$ cat src/rtl/vgh_pkg.sv
package vgh_pkg;

    localparam logic [31:0] TYPE_BASE = 32'h4400_0000;

    typedef enum logic [3:0] {
        RK_CTRL, RK_TYPE, RK_VMCR, RK_MISR, RK_EISR_LO, RK_EISR_HI,
        RK_ELSR_LO, RK_ELSR_HI, RK_APR, RK_LR, RK_BAD
    } reg_kind_e;

    typedef struct packed {
        logic [4:0] pmask;
        logic [2:0] bpt;
        logic [2:0] abpt;
        logic       eoim;
        logic       cbpt;
        logic       fiq;
        logic       ack;
        logic       grp1;
        logic       grp0;
    } vmcr_t;

    function automatic vmcr_t vmcr_unpack(input logic [31:0] w);
        vmcr_t v;
        v.pmask = w[31:27];
        v.bpt   = w[23:21];
        v.abpt  = w[20:18];
        v.eoim  = w[9];
        v.cbpt  = w[4];
        v.fiq   = w[3];
        v.ack   = w[2];
        v.grp1  = w[1];
        v.grp0  = w[0];
        return v;
    endfunction

    function automatic logic [31:0] vmcr_pack(input vmcr_t v);
        logic [31:0] w;
        w        = '0;
        w[31:27] = v.pmask;
        w[23:21] = v.bpt;
        w[20:18] = v.abpt;
        w[9]     = v.eoim;
        w[4:0]   = {v.cbpt, v.fiq, v.ack, v.grp1, v.grp0};
        return w;
    endfunction

    function automatic logic [1:0] lr_state(input logic [31:0] w);
        return w[29:28];
    endfunction

    function automatic logic lr_eoi_req(input logic [31:0] w);
        return w[19];
    endfunction

    function automatic logic is_read_only(input reg_kind_e k);
        return (k == RK_TYPE) || (k == RK_MISR) || (k == RK_EISR_LO) ||
               (k == RK_EISR_HI) || (k == RK_ELSR_LO) || (k == RK_ELSR_HI);
    endfunction

endpackage

$ cat src/rtl/vgh_decode.sv
module vgh_decode
    import vgh_pkg::*;
#(
    parameter int NUM_CPU = 8,
    parameter int NUM_LR  = 4,
    parameter int AW      = 13,
    localparam int CW     = (NUM_CPU > 1) ? $clog2(NUM_CPU) : 1,
    localparam int LIW    = (NUM_LR > 1) ? $clog2(NUM_LR) : 1
) (
    input  logic [AW-1:0]  addr,
    input  logic [CW-1:0]  req_cpu,
    output logic [CW-1:0]  cpu_sel,
    output reg_kind_e      kind,
    output logic [LIW-1:0] lr_idx,
    output logic           bad_bank
);
    localparam int SW = AW - 9;

    logic [SW-1:0] slice;
    logic [8:0]    reg_off;

    assign slice   = addr[AW-1:9];
    assign reg_off = addr[8:0];

    always_comb begin
        if (slice != '0) begin
            cpu_sel  = slice[CW-1:0];
            bad_bank = 32'(slice) >= NUM_CPU;
        end else begin
            cpu_sel  = req_cpu;
            bad_bank = 32'(req_cpu) >= NUM_CPU;
        end
    end

    always_comb begin
        lr_idx = reg_off[2 +: LIW];
        unique case (reg_off)
            9'h000:  kind = RK_CTRL;
            9'h004:  kind = RK_TYPE;
            9'h008:  kind = RK_VMCR;
            9'h010:  kind = RK_MISR;
            9'h020:  kind = RK_EISR_LO;
            9'h024:  kind = RK_EISR_HI;
            9'h030:  kind = RK_ELSR_LO;
            9'h034:  kind = RK_ELSR_HI;
            9'h0F0:  kind = RK_APR;
            default: begin
                if (reg_off[8] && reg_off[1:0] == 2'b00 &&
                    32'(reg_off[7:2]) < NUM_LR)
                    kind = RK_LR;
                else
                    kind = RK_BAD;
            end
        endcase
    end
endmodule

$ cat src/rtl/vgh_bank.sv
module vgh_bank
    import vgh_pkg::*;
#(
    parameter int NUM_LR = 4,
    localparam int LIW   = (NUM_LR > 1) ? $clog2(NUM_LR) : 1
) (
    input  logic                   clk,
    input  logic                   rst,
    input  logic                   wr_en,
    input  reg_kind_e              kind,
    input  logic [LIW-1:0]         lr_idx,
    input  logic [31:0]            wdata,
    output logic [31:0]            rdata,
    output logic [NUM_LR*32-1:0]   lr_flat,
    output logic                   hen,
    output logic [7:0]             maint
);
    logic [31:0] hcr_q;
    vmcr_t       vmcr_q;
    logic [31:0] lr_q [NUM_LR];

    logic [63:0]       empty_w;
    logic [63:0]       eois_w;
    logic [NUM_LR-1:0] pend_w;
    logic [NUM_LR-1:0] used_w;

    always_ff @(posedge clk) begin
        if (rst) begin
            hcr_q  <= '0;
            vmcr_q <= '0;
            for (int i = 0; i < NUM_LR; i++) lr_q[i] <= '0;
        end else if (wr_en) begin
            case (kind)
                RK_CTRL: hcr_q          <= wdata;
                RK_VMCR: vmcr_q         <= vmcr_unpack(wdata);
                RK_LR:   lr_q[lr_idx]   <= wdata;
                default: ;
            endcase
        end
    end

    for (genvar g = 0; g < NUM_LR; g++) begin : g_lr
        assign lr_flat[g*32 +: 32] = lr_q[g];
        assign pend_w[g]           = lr_state(lr_q[g]) == 2'b01;
        assign used_w[g]           = lr_state(lr_q[g]) != 2'b00;
    end

    always_comb begin
        empty_w = '0;
        eois_w  = '0;
        for (int i = 0; i < NUM_LR; i++) begin
            empty_w[i] = lr_state(lr_q[i]) == 2'b00;
            eois_w[i]  = empty_w[i] && lr_eoi_req(lr_q[i]);
        end
    end

    always_comb begin
        maint[7] = hcr_q[7] && !vmcr_q.grp1;
        maint[6] = hcr_q[6] &&  vmcr_q.grp1;
        maint[5] = hcr_q[5] && !vmcr_q.grp0;
        maint[4] = hcr_q[4] &&  vmcr_q.grp0;
        maint[3] = hcr_q[3] && (pend_w == '0);
        maint[2] = hcr_q[2] && (hcr_q[31:27] != 5'd0);
        maint[1] = hcr_q[1] && ($countones(used_w) <= 1);
        maint[0] = eois_w != '0;
    end

    assign hen = hcr_q[0];

    always_comb begin
        case (kind)
            RK_CTRL:    rdata = hcr_q;
            RK_TYPE:    rdata = TYPE_BASE | 32'(NUM_LR - 1);
            RK_VMCR:    rdata = vmcr_pack(vmcr_q);
            RK_MISR:    rdata = {24'd0, maint};
            RK_EISR_LO: rdata = eois_w[31:0];
            RK_EISR_HI: rdata = eois_w[63:32];
            RK_ELSR_LO: rdata = empty_w[31:0];
            RK_ELSR_HI: rdata = empty_w[63:32];
            RK_LR:      rdata = lr_q[lr_idx];
            default:    rdata = '0;
        endcase
    end

    // a finished slot is always also an empty slot
    assert_eois_in_empty_R10: assert property (@(posedge clk) disable iff (rst)
        (eois_w & ~empty_w) == 64'd0);

    // writing the active-priority word leaves every stored word alone
    assert_apr_ignored_R11: assert property (@(posedge clk) disable iff (rst)
        (wr_en && kind == RK_APR) |=> ($stable(hcr_q) && $stable(vmcr_q) && $stable(lr_flat)));

    // bits outside the VM control fields never read back as set
    assert_vmcr_mask_R7: assert property (@(posedge clk) disable iff (rst)
        (kind == RK_VMCR) |-> ((rdata & ~32'hF8FC_021F) == 32'd0));
endmodule

$ cat src/rtl/hvctl_regfile.sv
module hvctl_regfile
    import vgh_pkg::*;
#(
    parameter int NUM_CPU = 8,
    parameter int NUM_LR  = 4,
    parameter int AW      = 13,
    localparam int CW     = (NUM_CPU > 1) ? $clog2(NUM_CPU) : 1,
    localparam int LIW    = (NUM_LR > 1) ? $clog2(NUM_LR) : 1
) (
    input  logic                          clk,
    input  logic                          rst,
    input  logic                          req_valid,
    input  logic                          req_write,
    input  logic [CW-1:0]                 req_cpu,
    input  logic [AW-1:0]                 req_addr,
    input  logic [31:0]                   req_wdata,
    output logic                          rsp_valid,
    output logic                          rsp_err,
    output logic [31:0]                   rsp_rdata,
    output logic [NUM_CPU*NUM_LR*32-1:0]  lr_o,
    output logic [NUM_CPU-1:0]            hen_o,
    output logic [NUM_CPU*8-1:0]          maint_o
);
    logic [CW-1:0]  cpu_sel;
    reg_kind_e      kind;
    logic [LIW-1:0] lr_idx;
    logic           bad_bank;
    logic           legal;
    logic [31:0]    bank_rd [NUM_CPU];

    vgh_decode #(.NUM_CPU(NUM_CPU), .NUM_LR(NUM_LR), .AW(AW)) u_dec (
        .addr    (req_addr),
        .req_cpu (req_cpu),
        .cpu_sel (cpu_sel),
        .kind    (kind),
        .lr_idx  (lr_idx),
        .bad_bank(bad_bank)
    );

    assign legal = !bad_bank && kind != RK_BAD && !(req_write && is_read_only(kind));

    for (genvar b = 0; b < NUM_CPU; b++) begin : g_bank
        logic wr_b;
        assign wr_b = req_valid && req_write && legal && (32'(cpu_sel) == b);

        vgh_bank #(.NUM_LR(NUM_LR)) u_bank (
            .clk    (clk),
            .rst    (rst),
            .wr_en  (wr_b),
            .kind   (kind),
            .lr_idx (lr_idx),
            .wdata  (req_wdata),
            .rdata  (bank_rd[b]),
            .lr_flat(lr_o[b*NUM_LR*32 +: NUM_LR*32]),
            .hen    (hen_o[b]),
            .maint  (maint_o[b*8 +: 8])
        );
    end

    always_ff @(posedge clk) begin
        if (rst) begin
            rsp_valid <= 1'b0;
            rsp_err   <= 1'b0;
            rsp_rdata <= '0;
        end else begin
            rsp_valid <= req_valid;
            rsp_err   <= req_valid && !legal;
            rsp_rdata <= (req_valid && !req_write && legal) ? bank_rd[cpu_sel] : '0;
        end
    end

    // every request is answered in the following cycle
    assert_resp_next_R2: assert property (@(posedge clk) disable iff (rst)
        req_valid |=> rsp_valid);

    // an error is only ever part of a response and carries no data
    assert_err_framed_R12: assert property (@(posedge clk) disable iff (rst)
        rsp_err |-> (rsp_valid && rsp_rdata == 32'd0));

    // a bank number outside the CPU range is rejected
    assert_bad_bank_R5: assert property (@(posedge clk) disable iff (rst)
        (req_valid && 32'(req_addr[AW-1:9]) >= NUM_CPU) |=> rsp_err);

    // a rejected access leaves the exported state unchanged
    assert_err_no_change_R12: assert property (@(posedge clk) disable iff (rst)
        (req_valid && !legal) |=> ($stable(lr_o) && $stable(hen_o)));
endmodule

$ cat config.mk
export PLATFORM = sky130hd
export DESIGN_NAME = hvctl_regfile
export DESIGN_NICKNAME = d
export VERILOG_FILES = /design/src/rtl/vgh_pkg.sv /design/src/rtl/vgh_decode.sv /design/src/rtl/vgh_bank.sv /design/src/rtl/hvctl_regfile.sv
export SDC_FILE = /design/constraint.sdc
export NUM_CORES = 2
export LEC_CHECK = 0
export BUFFER_PORTS_ARGS = -buffer_cell sky130_fd_sc_hd__buf_2
export CAP_MARGIN = 20
export CORE_AREA = 8 8 456 458
export CTS_BUF_LIST = sky130_fd_sc_hd__clkbuf_8
export CTS_CLUSTER_SIZE = 40
export DETAILED_ROUTE_END_ITERATION = 6
export DIE_AREA = 0 0 464 466
export GPL_ROUTABILITY_DRIVEN = 0
export GPL_TIMING_DRIVEN = 0
export PLACE_DENSITY = 0.49
export REMOVE_ABC_BUFFERS = 1
export SKIP_CTS_REPAIR_TIMING = 1
export SKIP_LAST_GASP = 1
export SLEW_MARGIN = 20
export SYNTH_ARGS = -nofsm -noshare
export SYNTH_HDL_FRONTEND = slang
export SYNTH_SLANG_ARGS = --single-unit
$ cat constraint.sdc
create_clock -name clk -period 3.7 [get_ports clk]
set_clock_uncertainty 0.2 [all_clocks]
set_input_delay 0.185 -clock clk [delete_from_list [all_inputs] [get_ports clk]]
set_output_delay 0.185 -clock clk [all_outputs]
set_load 0.02 [all_outputs]
== After elaboration in Yosys (flattened, before gate mapping) ==
Memories as Yosys holds them, arrays and structs flattened.
Index checks and enable logic that the tools add are counted.

* Bits of input ports: 52
* Memories: 8
* Output and inout bits: 1130
* Logic and storage cells: 499
* Bits in writable memories: 1024
* Register bits: 426

{| class="wikitable"
|+ Memory list
! memory !! words !! bits a word !! rd ports !! clocked after memory_dff !! write ports !! RTL line !! text
|-
| g_bank[0].u_bank.lr_q || 4 || 32 || 5 || 0 || 4 || vgh_bank.sv:20 || <nowiki>logic [31:0] lr_q [NUM_LR];</nowiki>
|-
| g_bank[1].u_bank.lr_q || 4 || 32 || 5 || 0 || 4 || vgh_bank.sv:20 ||
|-
| g_bank[2].u_bank.lr_q || 4 || 32 || 5 || 0 || 4 || vgh_bank.sv:20 ||
|-
| g_bank[3].u_bank.lr_q || 4 || 32 || 5 || 0 || 4 || vgh_bank.sv:20 ||
|-
| g_bank[4].u_bank.lr_q || 4 || 32 || 5 || 0 || 4 || vgh_bank.sv:20 ||
|-
| g_bank[5].u_bank.lr_q || 4 || 32 || 5 || 0 || 4 || vgh_bank.sv:20 ||
|-
| +2 memories || n/a || n/a || n/a || n/a || n/a || n/a ||
|}

* $lt $le $gt $ge: 11
* Add/subtract/negate cells: 24
* Muxes and demuxes: 66
* Equality and inequality tests: 56
* Bitwise logic cells: 2
* Reductions and logical operators: 249

{| class="wikitable"
|+ Operators by type and width
! operator !! count
|-
| 32-bit case mux with 7 select lines || 8
|-
| 64-bit nonzero test || 8
|-
| 32-bit 2-to-1 mux || 10
|-
| 32-bit adder || 8
|-
| 32-bit by 2-bit <= comparator with 1-bit output (second input constant) || 8
|-
| 32-bit OR reduction || 8
|-
| 1-bit logical AND || 106
|-
| 32-bit binary-select mux with 3-bit select || 1
|-
| 2-bit zero test || 33
|-
| 2-bit by 1-bit == test with 1-bit output (second input constant) || 32
|-
| 2-bit nonzero test || 32
|-
| 5-bit nonzero test || 8
|-
| 9-bit by 6-bit == test with 1-bit output (second input constant) || 4
|-
| 4-bit zero test || 9
|-
| 1-bit 2-to-1 mux || 36
|-
| 4-bit case mux with 9 select lines || 1
|-
| 1-bit by 1-bit adder with 2-bit output || 16
|-
| 2-bit AND reduction || 16
|-
| 1-bit zero test || 20
|-
| 2-bit 2-to-1 mux || 9
|-
| 4-bit by 3-bit == test with 1-bit output (second input constant) || 4
|-
| 3-bit == test (second input constant) || 4
|-
| 9-bit by 3-bit == test with 1-bit output (second input constant) || 1
|-
| 9-bit by 4-bit == test with 1-bit output (second input constant) || 1
|-
| 18 further kinds || 25
|}

== Logic depth before layout (Yosys ltp) ==
* Word-level depth: 21
* Depth in mapped cells: 12
* Gate-level depth less buffers: 12

== Modules after synthesis ==
A second synthesis with hierarchy kept.

* Cells, all modules: 5594
* Area, all modules: 68009.0 µm²

{| class="wikitable"
|+ Modules (own cells, without submodules)
! module !! times used !! area an instance (µm²) !! seq. area each (µm²) !! cells an instance
|-
| vgh_bank (g_bank[1].u_bank ...) || 5 || 8085.3 || 4824.6 || 660
|-
| vgh_bank (g_bank[0].u_bank ...) || 3 || 8117.8 || 4824.6 || 661
|-
| hvctl_regfile || 1 || 3010.4 || 680.7 || 280
|-
| vgh_decode || 1 || 219.0 || 0.0 || 31
|}

== Least setup slack after synthesis ==
No wires, ideal clock.

* Path kind: input to register
* From: input port req_addr[2]
* To: memory g_bank[4].u_bank.lr_q[3][0] (enable)
* Data arrival time: 3.235 ns
* Path buffers: 5
* Setup slack: -0.163 ns
* Required time: 3.072 ns
* Library setup time: 0.428 ns
* Stages on the path: 9
* Path through: buf_2 -> buf_4 -> buf_4 -> buf_4 -> buf_2 -> nand2_1 -> nor3_1 -> nand2_1 -> o21bai_1

{| class="wikitable"
|+ RTL lines
! item !! RTL line !! text
|-
| from (decl) || hvctl_regfile.sv:15 || <nowiki>input logic [AW-1:0] req_addr,</nowiki>
|-
| to (decl) || vgh_bank.sv:20 ||
|}

== Final worst setup path ==
* From: input port req_addr[3]
* To: register rsp_rdata[2]

* Cells in the longest elaborated chain, start to end: 16
* Elaborated cells between the ends (all ways): 54
* Classes of those cells: 1 x order compare; 17 x eq/ne; 13 x mux; 1 x bitwise; 14 x reduce/logical; 8 x memory

{| class="wikitable"
|+ RTL lines
! item !! RTL line !! text
|-
| parallel branches: the longest is 16 deep, another holds 6-bit by 3-bit < comparator with 1-bit output || n/a ||
|-
| to (signal assigned) || hvctl_regfile.sv:68 || <nowiki>rsp_rdata <= (req_valid && !req_write && legal) ? bank_rd[cpu_sel] : '0;</nowiki>
|-
| to (decl) || hvctl_regfile.sv:19 || <nowiki>output logic [31:0] rsp_rdata,</nowiki>
|}

Parallel ways; which one is timed is not known. The select of a mux whose other input is x is not followed.
A chain may end at the register's enable or synchronous reset.

==> key figures <==
Status
  • Outcome: finished with violations
  • Failing checks: design-rule violations, negative hold slack, negative setup slack

Routing
  • Vias per Instance: roughly 6.0
  • # DRC: 4
  • Routed via count: a little over 60,000
  • Total Wirelength: 404.8 mm
  • DR WL/cell: 40.15 µm
  • Antenna-violating nets left: 0
  • First drt pass iteration count: 7
  • DR iter-0 viols: ~10,000

STA
  • Final setup viols: 26
  • Worst hold margin: -30.24 ps
  • F_max: about 260 MHz
  • Minimum clock period: between 3000 and 4000 ps
  • Relative slew slack: 23.16%
  • Final slew viol count: 0
  • Period utilisation layout: 103.8%
  • Final Hold Viols: 2
  • Worst-margin pin slew: 1149 ps
  • Setup ws final: -141.2 ps

Pwr
  • Total power: just under 40 mW
  • Power per cell area: between 400 and 500 nW/µm²
  • Max rail drop VDD: 0.3604 mV
  • Pleak: approximately 32 nW

CTS
  • Reg clk slew, reported paths: about 60 ps
  • CTS HTree Levels: 5
  • TritonCTS clock tree: built
  • CTS Buffer Depth: 4
  • Clock sink count: approximately 1,500
  • Clock Tree Root: clkbuf_8
  • TritonCTS buffer count: around 290
  • Clock Latency Late Sink: approximately 1100 ps

Place
  • DP HPWL: 293.1 mm
  • Placed Area: between 70,000 and 80,000 µm²
  • Placed instance count: 9,396
  • IO buf count: 1,181

Die
  • DIE HEIGHT: approximately 470 µm
  • Die span in x: 464 µm
  • Die area: 216,200 µm²
  • Core ar.: around 200,000 µm²
  • Initial Utilization: between 30% and 40%
  • Io pins: roughly 1,200
  • # rows: approximately 170

Worst hold path
  • Hold WC Path Type: in -> reg
  • Hold Path Stages: 6

Worst setup path
  • Worst R2R Setup Slack: ~80 ps
  • Critical path type: in -> reg
  • CP Capture Type: register
  • Crit-path max FO: 56
  • Crit path largest cell delay: 870 ps
  • Critical Path Source Type: input pin
  • Reg2Reg Depth: 7
  • Worst EP required: ~4400 ps
  • Arr. time, crit path: ~4500 ps
  • Crit path cell chain: buf_8 -> buf_16 -> nor2_4 -> buf_12 -> nand4_1 -> o21ai_1 -> nor2_1 -> nor3_1 -> o21ai_0 -> a311oi_1
  • Worst path slowest cell: o21ai_1

Cells and area
  • Fin cells: about 10,000
  • Design area: ~85,000 µm²
  • Commonest non-fill, non-tap cells in the layout: buf_2 (1,174), nand2_1 (1,050), edfxtp_1 (1,024), nor2_1 (819), a21oi_1 (517)
  • Final nets: between 7,000 and 8,000
  • Multi-input logic area: 24,000 µm²
  • Most common cell after layout, fill and taps aside: buf_2
  • Share of post-route cells with drive strength above 1: a little under a third
  • Post-layout util: a little over two fifths
  • Synth-to-Final Area Change: 29.90%
  • Fillers: 19,229
  • FF+latch area: 39,280 µm²

Yosys
  • Syn Inst Count: ~5,800
  • Seq/Total Area, Yosys: 60.30%
  • Synthesized area: 65,130 µm²
  • Yosys cell types: 70
  • Top_reg_cell synth: edfxtp_1
  • Ys async rst share: 0%
  • Syn. warnings: 0
  • Syn Area/Cell: 11.23 µm²
  • #FFs+latches synth: around 1,500
  • Post-synth EDFFs: just over 1,000

Global route
  • Initial antenna violation count: 25
  • Global-route wire length before repair: roughly 520 mm
  • Largest net degree at the start of global routing: 103
  • Tot GR Track Use: between 30% and 40%
  • Global route overflow: 0
  • Vias in the first global route: ~57,000

Flow run
  • Max-cap violations: 0
## synthesized netlist by cell type, types with 21 or more instances
library cell,instances,share of area (%)
o21ai_0,63,0.48
o211ai_1,23,0.27
nor2b_1,26,0.25
edfxtp_1,1024,47
or4_1,23,0.27
a221oi_1,29,0.39
buf_2,77,0.59
buf_4,21,0.24
dfxtp_1,426,13
buf_1,25,0.14
or2_2,24,0.23
and2_1,21,0.20
and3_1,279,2.7
o22ai_1,38,0.36
nand4_1,24,0.23
nand2_1,1063,6.1
nor2_1,842,4.9
inv_1,74,0.43
ha_1,24,0.46
a211oi_1,39,0.45
a22o_1,32,0.43
a22oi_1,118,1.4
a21o_1,33,0.38
clkbuf_1,411,2.4
nor3_1,39,0.30
mux4_2,256,8.9
a21oi_1,517,4.0
## power by group
group | switching [mW] | internal [mW]
registers | 0.536 | 17.9
logic | 3.61 | 1.53
clock network | 7.50 | 7.87
## worst paths after layout
path	start	end
setup / recovery	req_addr[3]	rsp_rdata[2]
setup reg to reg	g_bank[4].u_bank.lr_q[0][19]	rsp_rdata[0]
hold reg to reg	g_bank[3].u_bank.vmcr_q[4]	g_bank[3].u_bank.vmcr_q[4]
hold / removal	req_addr[10]	rsp_rdata[18]
## critical path: cells and delay by family
kind	cells	cell delay (ps)
AOI/OAI and AO/OA	3	1780
buffers and inverters	3	660
and+or+nand+nor	4	1700
## state kept, by name, summed over array words and instances, names as in the netlist
signal                cells
g_bank.u_bank.lr_q     1024
g_bank.u_bank.hcr_q     256
g_bank.u_bank.vmcr_q    136
rsp_rdata                32
rsp_err                   1
rsp_valid                 1
## area by class of cell
type / instances / share of cell area [%]
flip-flops and latches: 1450 / 46.42
multi-input cells: 3732 / 28.37
repair buffers: 1652 / 14.90
clock buffers: 307 / 4.994
well taps: 2672 / 3.951
clock inverters: 182 / 0.9967
inverters: 74 / 0.3283
diodes: 13 / 0.03845
## kinds of logic (layout without fill, tap and decap cells)
| group | count (synthesis) | after routing | share of synthesized area [%] |
|---|---|---|---|
| other | 0 | 13 | 0 |
| buffers and inverters | 618 | 2215 | 3.936 |
| xor gates and xnor gates | 1 | 1 | 0.01345 |
| and+or+nand+nor | 2410 | 2410 | 16.13 |
| muxes | 266 | 266 | 9.009 |
| AOI/OAI and AO/OA | 1023 | 1023 | 9.897 |
| adders and majority gates | 32 | 32 | 0.7069 |
| DFF | 1450 | 1450 | 60.30 |
## per-layer routing
layer | part of all wire, % | up-vias | wire [µm] | track usage, %
met1 | 36 | 30860 | 144400 | 42.94
met4 | 7.3 | 6 | 29470 | 20.52
met3 | 13 | 1114 | 52030 | 11.63
li1 | - | 23814 | - | -
met5 | 0.011 | - | 46 | 0
met2 | 44 | 5157 | 178900 | 54.32
## stage by stage
| step | TNS (ps) | worst slack (ps) |
|---|---|---|
| floorplan | -9694260 | -6693 |
| global placement | - | -42680 |
| detailed placement | -1816200 | -1552 |
| CTS | -35080 | -408.5 |
| global route | -152.6 | -79.05 |
| finish | -1304 | -141.2 |
Note: power is estimated with default switching activity, not from simulation.
